==> src/rtl/eeprom_seq_pkg.sv <==
package eeprom_seq_pkg;

  typedef struct packed {
    logic loadHi;
    logic loadLo;
    logic wrBuf;
    logic clrBuf;
    logic commit;
    logic advRead;
    logic loadTx;
  } seqStrobe_t;

  typedef enum logic [2:0] {
    S_IDLE,
    S_DEV,
    S_AHI,
    S_ALO,
    S_WDAT,
    S_RD,
    S_DROP
  } seqState_t;

endpackage

==> src/rtl/eeprom_seq_ctl.sv <==
module eeprom_seq_ctl
  import eeprom_seq_pkg::*;
#(
  parameter logic [6:0] DEV_ID    = 7'h50,
  parameter int         WR_CYCLES = 250000,
  parameter int         BP_W      = 4
) (
  input  logic            clk,
  input  logic            rstN,
  input  logic            startEv,
  input  logic            stopEv,
  input  logic [BP_W-1:0] bitPos,
  input  logic            rxValid,
  input  logic [7:0]      rxByte,
  input  logic            ackSlotDone,
  input  logic            mstAck,
  output seqStrobe_t      strb,
  output logic            ackOut,
  output logic            rdActive,
  output logic            busy
);

  localparam int CNT_W = $clog2(WR_CYCLES + 1);

  seqState_t        st, stN;
  logic             wrPend, wrPendN;
  logic             rdPend, rdPendN;
  logic             haveFull, fullN;
  logic             ackN;
  logic             busyStart;
  logic [CNT_W-1:0] wrCnt;

  always_comb begin
    strb      = '0;
    stN       = st;
    ackN      = ackOut;
    wrPendN   = wrPend;
    rdPendN   = rdPend;
    fullN     = haveFull;
    busyStart = 1'b0;

    if (ackSlotDone) begin
      ackN = 1'b0;
      if (wrPend) begin
        fullN   = 1'b1;
        wrPendN = 1'b0;
      end else if (rdPend) begin
        strb.loadTx = 1'b1;
        rdPendN     = 1'b0;
      end else if (st == S_RD) begin
        strb.advRead = 1'b1;
        if (!mstAck) stN = S_DROP;
      end
    end

    if (rxValid) begin
      unique case (st)
        S_DEV: begin
          if (!busy && rxByte[7:1] == DEV_ID) begin
            ackN = 1'b1;
            if (rxByte[0]) begin
              stN     = S_RD;
              rdPendN = 1'b1;
            end else begin
              stN = S_AHI;
            end
          end else begin
            stN = S_DROP;
          end
        end
        S_AHI: begin
          ackN        = 1'b1;
          strb.loadHi = 1'b1;
          stN         = S_ALO;
        end
        S_ALO: begin
          ackN        = 1'b1;
          strb.loadLo = 1'b1;
          stN         = S_WDAT;
        end
        S_WDAT: begin
          ackN       = 1'b1;
          strb.wrBuf = 1'b1;
          wrPendN    = 1'b1;
        end
        default: ;
      endcase
    end

    if (stopEv) begin
      if (st == S_WDAT) begin
        if (haveFull && !wrPend && bitPos == '0) begin
          strb.commit = 1'b1;
          busyStart   = 1'b1;
        end else begin
          strb.clrBuf = 1'b1;
        end
      end
      stN     = S_IDLE;
      ackN    = 1'b0;
      wrPendN = 1'b0;
      rdPendN = 1'b0;
      fullN   = 1'b0;
    end else if (startEv) begin
      if (st == S_WDAT) strb.clrBuf = 1'b1;
      stN     = S_DEV;
      ackN    = 1'b0;
      wrPendN = 1'b0;
      rdPendN = 1'b0;
      fullN   = 1'b0;
    end
  end

  always_ff @(posedge clk or negedge rstN) begin
    if (!rstN) begin
      st       <= S_IDLE;
      ackOut   <= 1'b0;
      wrPend   <= 1'b0;
      rdPend   <= 1'b0;
      haveFull <= 1'b0;
    end else begin
      st       <= stN;
      ackOut   <= ackN;
      wrPend   <= wrPendN;
      rdPend   <= rdPendN;
      haveFull <= fullN;
    end
  end

  always_ff @(posedge clk or negedge rstN) begin
    if (!rstN) begin
      busy  <= 1'b0;
      wrCnt <= '0;
    end else if (busyStart) begin
      busy  <= 1'b1;
      wrCnt <= CNT_W'(WR_CYCLES - 1);
    end else if (busy) begin
      if (wrCnt == '0) busy <= 1'b0;
      else             wrCnt <= wrCnt - 1'b1;
    end
  end

  assign rdActive = (st == S_RD) && !rdPend;

endmodule

==> src/rtl/eeprom_seq_dp.sv <==
module eeprom_seq_dp
  import eeprom_seq_pkg::*;
#(
  parameter int PAGE      = 64,
  parameter int MEM_DEPTH = 256,
  parameter int AW        = 16
) (
  input  logic       clk,
  input  logic       rstN,
  input  seqStrobe_t strb,
  input  logic [7:0] rxByte,
  output logic [7:0] txByte
);

  localparam int PW = $clog2(PAGE);
  localparam int MW = $clog2(MEM_DEPTH);

  logic [7:0]    addrHi;
  logic [AW-1:0] addrCnt;
  logic [AW-1:0] addrInc;
  logic [PW-1:0] colNext;
  logic [MW-PW-1:0] pageTag;
  logic [7:0]    bufData [PAGE];
  logic [PAGE-1:0] bufValid;
  logic [7:0]    mem [MEM_DEPTH];

  assign addrInc = addrCnt + AW'(1);
  assign colNext = addrCnt[PW-1:0] + PW'(1);
  assign pageTag = addrCnt[MW-1:PW];

  always_ff @(posedge clk or negedge rstN) begin
    if (!rstN) begin
      addrHi  <= '0;
      addrCnt <= '0;
    end else begin
      if (strb.loadHi) addrHi <= rxByte;
      if (strb.loadLo)
        addrCnt <= AW'({addrHi, rxByte});
      else if (strb.wrBuf)
        addrCnt <= {addrCnt[AW-1:PW], colNext};
      else if (strb.advRead)
        addrCnt <= addrInc;
    end
  end

  always_ff @(posedge clk or negedge rstN) begin
    if (!rstN) begin
      bufValid <= '0;
      for (int i = 0; i < PAGE; i++) bufData[i] <= '0;
    end else if (strb.wrBuf) begin
      bufData[addrCnt[PW-1:0]]  <= rxByte;
      bufValid[addrCnt[PW-1:0]] <= 1'b1;
    end else if (strb.commit || strb.clrBuf) begin
      bufValid <= '0;
    end
  end

  always_ff @(posedge clk or negedge rstN) begin
    if (!rstN) begin
      for (int i = 0; i < MEM_DEPTH; i++) mem[i] <= '0;
    end else if (strb.commit) begin
      for (int i = 0; i < PAGE; i++)
        if (bufValid[i]) mem[{pageTag, PW'(i)}] <= bufData[i];
    end
  end

  always_ff @(posedge clk or negedge rstN) begin
    if (!rstN)             txByte <= '0;
    else if (strb.loadTx)  txByte <= mem[addrCnt[MW-1:0]];
    else if (strb.advRead) txByte <= mem[addrInc[MW-1:0]];
  end

endmodule

==> src/rtl/eeprom_txn_seq.sv <==
module eeprom_txn_seq
  import eeprom_seq_pkg::*;
#(
  parameter logic [6:0] DEV_ID    = 7'h50,
  parameter int         PAGE      = 64,
  parameter int         MEM_DEPTH = 256,
  parameter int         WR_CYCLES = 250000
) (
  input  logic       clk,
  input  logic       rstN,
  input  logic       startEv,
  input  logic       stopEv,
  input  logic [3:0] bitPos,
  input  logic       rxValid,
  input  logic [7:0] rxByte,
  input  logic       ackSlotDone,
  input  logic       mstAck,
  output logic       ackOut,
  output logic       txEn,
  output logic [7:0] txByte
);

  seqStrobe_t strb;
  logic       rdActive;
  logic       wrBusy;

  eeprom_seq_ctl #(
    .DEV_ID   (DEV_ID),
    .WR_CYCLES(WR_CYCLES),
    .BP_W     (4)
  ) u_ctl (
    .clk        (clk),
    .rstN       (rstN),
    .startEv    (startEv),
    .stopEv     (stopEv),
    .bitPos     (bitPos),
    .rxValid    (rxValid),
    .rxByte     (rxByte),
    .ackSlotDone(ackSlotDone),
    .mstAck     (mstAck),
    .strb       (strb),
    .ackOut     (ackOut),
    .rdActive   (rdActive),
    .busy       (wrBusy)
  );

  eeprom_seq_dp #(
    .PAGE     (PAGE),
    .MEM_DEPTH(MEM_DEPTH),
    .AW       (16)
  ) u_dp (
    .clk   (clk),
    .rstN  (rstN),
    .strb  (strb),
    .rxByte(rxByte),
    .txByte(txByte)
  );

  assign txEn = rdActive && !wrBusy;

endmodule

==> config.mk <==
export PLATFORM = sky130hd
export DESIGN_NAME = eeprom_txn_seq
export DESIGN_NICKNAME = d
export VERILOG_FILES = /design/src/rtl/eeprom_seq_pkg.sv /design/src/rtl/eeprom_seq_ctl.sv /design/src/rtl/eeprom_seq_dp.sv /design/src/rtl/eeprom_txn_seq.sv
export SDC_FILE = /design/constraint.sdc
export NUM_CORES = 2
export LEC_CHECK = 0
export ABC_CLOCK_PERIOD_IN_PS = 9700
export BUFFER_PORTS_ARGS = -buffer_cell sky130_fd_sc_hd__buf_2
export CORE_ASPECT_RATIO = 2
export CORE_MARGIN = 5
export CORE_UTILIZATION = 55
export CTS_CLUSTER_SIZE = 25
export DETAILED_ROUTE_END_ITERATION = 16
export PLACE_DENSITY_LB_ADDON = 0.25
export SLEW_MARGIN = 10
export SYNTH_ARGS = -nofsm -noshare
export SYNTH_HDL_FRONTEND = slang
export SYNTH_SLANG_ARGS = --single-unit
==> constraint.sdc <==
create_clock -name clk -period 9.7 [get_ports clk]
set_input_delay 0 -clock clk [delete_from_list [all_inputs] [get_ports clk]]
set_output_delay 0 -clock clk [all_outputs]
set_load 0.02 [all_outputs]
==> out/metrics.csv <==
metric,value,unit
IO Port Bufs,28,
first-pass GRT wire length,851,mm
crit path time final,5970,ps
Initial Util,55.3,%
Worst Path Buf+Inv,3,
clk root buf,clkbuf_16,
setup violators final,0,
die area,251000,sq um
worst r2r path cells,11,
Total Wirelength,630,mm
dpl cell area,136000,sq um
via count,98700,
Startpoint Class,flip-flop,
Cells after DPL,12111,
drt pass-1 iters,7,
row count,254,
critical path required time,10510,ps
GRT overflow,0,
clk_lat worst skew,970,ps
hold_buf cts,30,
DPL Wire Length,437,mm
crit path max fanout,69,
"Design Area, Final",145000,sq um
overall routing resource usage,49.9,%
Synth-to-Final Area Change,9.45,%
post-CTS resize count,0,
RePlAce Congestion,1.08,
Final ANT Viol Nets,0,
drt drc,0,
RSZ-0062 raised after global routing,false,
RR Startpoint,u_dp.addrCnt[2],
worst-path cell with the longest stage delay,dfrtp_4,
Max stage delay on crit path,970,ps
Finished Layout Cells,12644,
worst setup path startpoint,u_dp.addrCnt[2],
"most common cell after layout, fill and taps aside",mux2_2,
max_slew headroom,-2.54,%
"EDFF count, synth",0,
post-CTS setup buffers,0,
routed vias/inst,7.81,
Max Fclk,168,MHz
layout net count,9211,
status,"complete, but fails checks",
Mapped Cells,9273,
Ports,29,
number of global-route vias before repair,96640,
"Hold Vio Cnt, Final",0,
critical path class,flip-flop to flip-flop,
post-route clock period utilization,61.5,%
synthesized cell area,132000,sq um
clk slew on worst S/H paths,70,ps
CP top delay family,compound AO/OA/AOI/OAI gates,
Max-Cap Viols,2,
failing checks,"capacitance limit, slew limit",
largest net degree at the start of global routing,166,
"commonest non-fill, non-tap cells in the layout","mux2_2, dfrtp_1, mux4_2, nand2_1, clkbuf_16",
Slew Limit Fails,4,
VDD IR max,0.384,mV
Synth async-reset ratio,100,%
Die Width,357,um
Hold Startpoint,rxValid,
type of the worst min-delay path,input pin to flip-flop,
Sink Count,2666,
Mapped Nets,9294,
Hold Crit Depth,6,
CTS tree,yes,
Yosys Warn Count,0,
layout cell share with drive strength beyond 1,44.6,%
maximum buffer depth of the clock tree,4,
worst-path cell chain,"buf_4, and3_4, xnor2_2, buf_12, nor2_4, buf_16, a22oi_1, a21oi_1, a211oi_1, o31a_1, nand4_1",
Synth Register Bits,2666,
die height,704,um
H-tree depth,4,
post-DR wirelength/cell,49.8,um
drt first-iter violations,14486,
Worst Skew,61.9,ps
Worst path depth,11,
CTS Buf Count,242,
"Seq/Total Area, Yosys",50.4,%
Most used DFF post-synth,dfrtp_1,
setup_tns,0,ps
initial antenna violation count,86,
core area,240000,sq um
Worst Path Arrival,6770,ps
Worst R2R Setup Slack,3730,ps
Mean Syn Cell Area,14.3,sq um
CP endpoint kind,flip-flop,
worst slew pin tran,1530,ps
distinct cell type count after synthesis,82,
"Core Util, Final",60.5,%
P_leak,68.2,nW
pwr dens,233,nW/um^2
[worst paths after layout]
kind / end
worst min register to register: u_ctl.wrCnt[16]
worst max-delay path: u_dp.txByte[7]
worst min-delay path: u_ctl.st[1]
max in group asynchronous: u_dp.bufData[86]
min in group asynchronous: u_dp.mem[676]
worst max register to register: u_dp.txByte[7]
[layer usage]
layer | GRT usage [%] | vias up | wire length (um)
met5 | 0 | - | 100
met4 | 53.2 | 16 | 92300
met3 | 16.1 | 3270 | 67500
met2 | 74.6 | 8323 | 279000
met1 | 53.4 | 51625 | 191000
li1 | - | 35466 | -
[cell type report]
class / instances / area [sq um]
antenna: 65 / 163
multi-input combinational: 5914 / 62800
sequential: 2666 / 66700
clock inverter: 102 / 1350
tap: 3200 / 4000
clock buffer: 331 / 6850
fill: 18706 / 94700
inverter: 74 / 288
timing repair buffer: 292 / 2740
[cell families after synthesis]
kind of cell	after synthesis	share of synthesized area, %
AND/OR/NAND/NOR	1071	3.45
AO/OA/AOI/OAI	1118	6.25
XOR/XNOR	25	0.165
flip-flops	2666	50.4
adder cells (fa/ha/maj)	2	0.0189
multiplexers	3698	37.3
buffers and inverters	693	2.48
[worst min-delay path: cells and delay by family]
family | cells | cell delay (ps)
buf+inv | 2 | 720
simple gates | 3 | 270
compound gates | 1 | 60
[stage by stage]
step	power (mW)	hold slack [ps]	worst slack [ps]
after floorplan	17.8	-296	6590
after global placement	22.9	85.3	3120
after detailed placement	23.0	92.9	4170
after CTS	33.1	87.8	4150
after global routing	33.9	190	3980
final	33.8	165	3730
[power by group]
| part | internal [mW] | switching, mW | total [mW] | leakage, nW |
|---|---|---|---|---|
| clock network | 5.68 | 4.62 | 10.3 | 4.02 |
| registers | 11.3 | 0.346 | 11.6 | 37.0 |
| logic | 3.08 | 8.83 | 11.9 | 27.2 |
[Yosys cell counts (64+ instances only)]
master    instances  area, sq um
a21boi_0         64          480
a21oi_1         171          856
a221o_1          85          851
a221oi_1        140         1230
a22oi_1         183         1370
buf_1            65          244
buf_2           163          816
clkbuf_1        298         1120
dfrtp_1        2666        66700
inv_1            73          274
mux2_2         2734        30800
mux2i_1         246         2460
mux4_2          709        16000
nand2_1         669         2510
nand3_1          72          360
nor2_1          163          612
o21ai_0         101          505
o22ai_1          69          432
[flip-flops by register name (all words and copies together), names as in the netlist]
signal,cells
u_dp.bufValid,64
u_ctl.haveFull,1
u_dp.addrCnt,8
u_ctl.rdPend,1
u_dp.mem,2048
u_dp.txByte,8
u_ctl.wrPend,1
u_ctl.busy,1
u_dp.bufData,512
u_ctl.wrCnt,18
u_ctl.ackOut,1
u_ctl.st,3
Note: power is estimated with default switching activity, not from simulation.
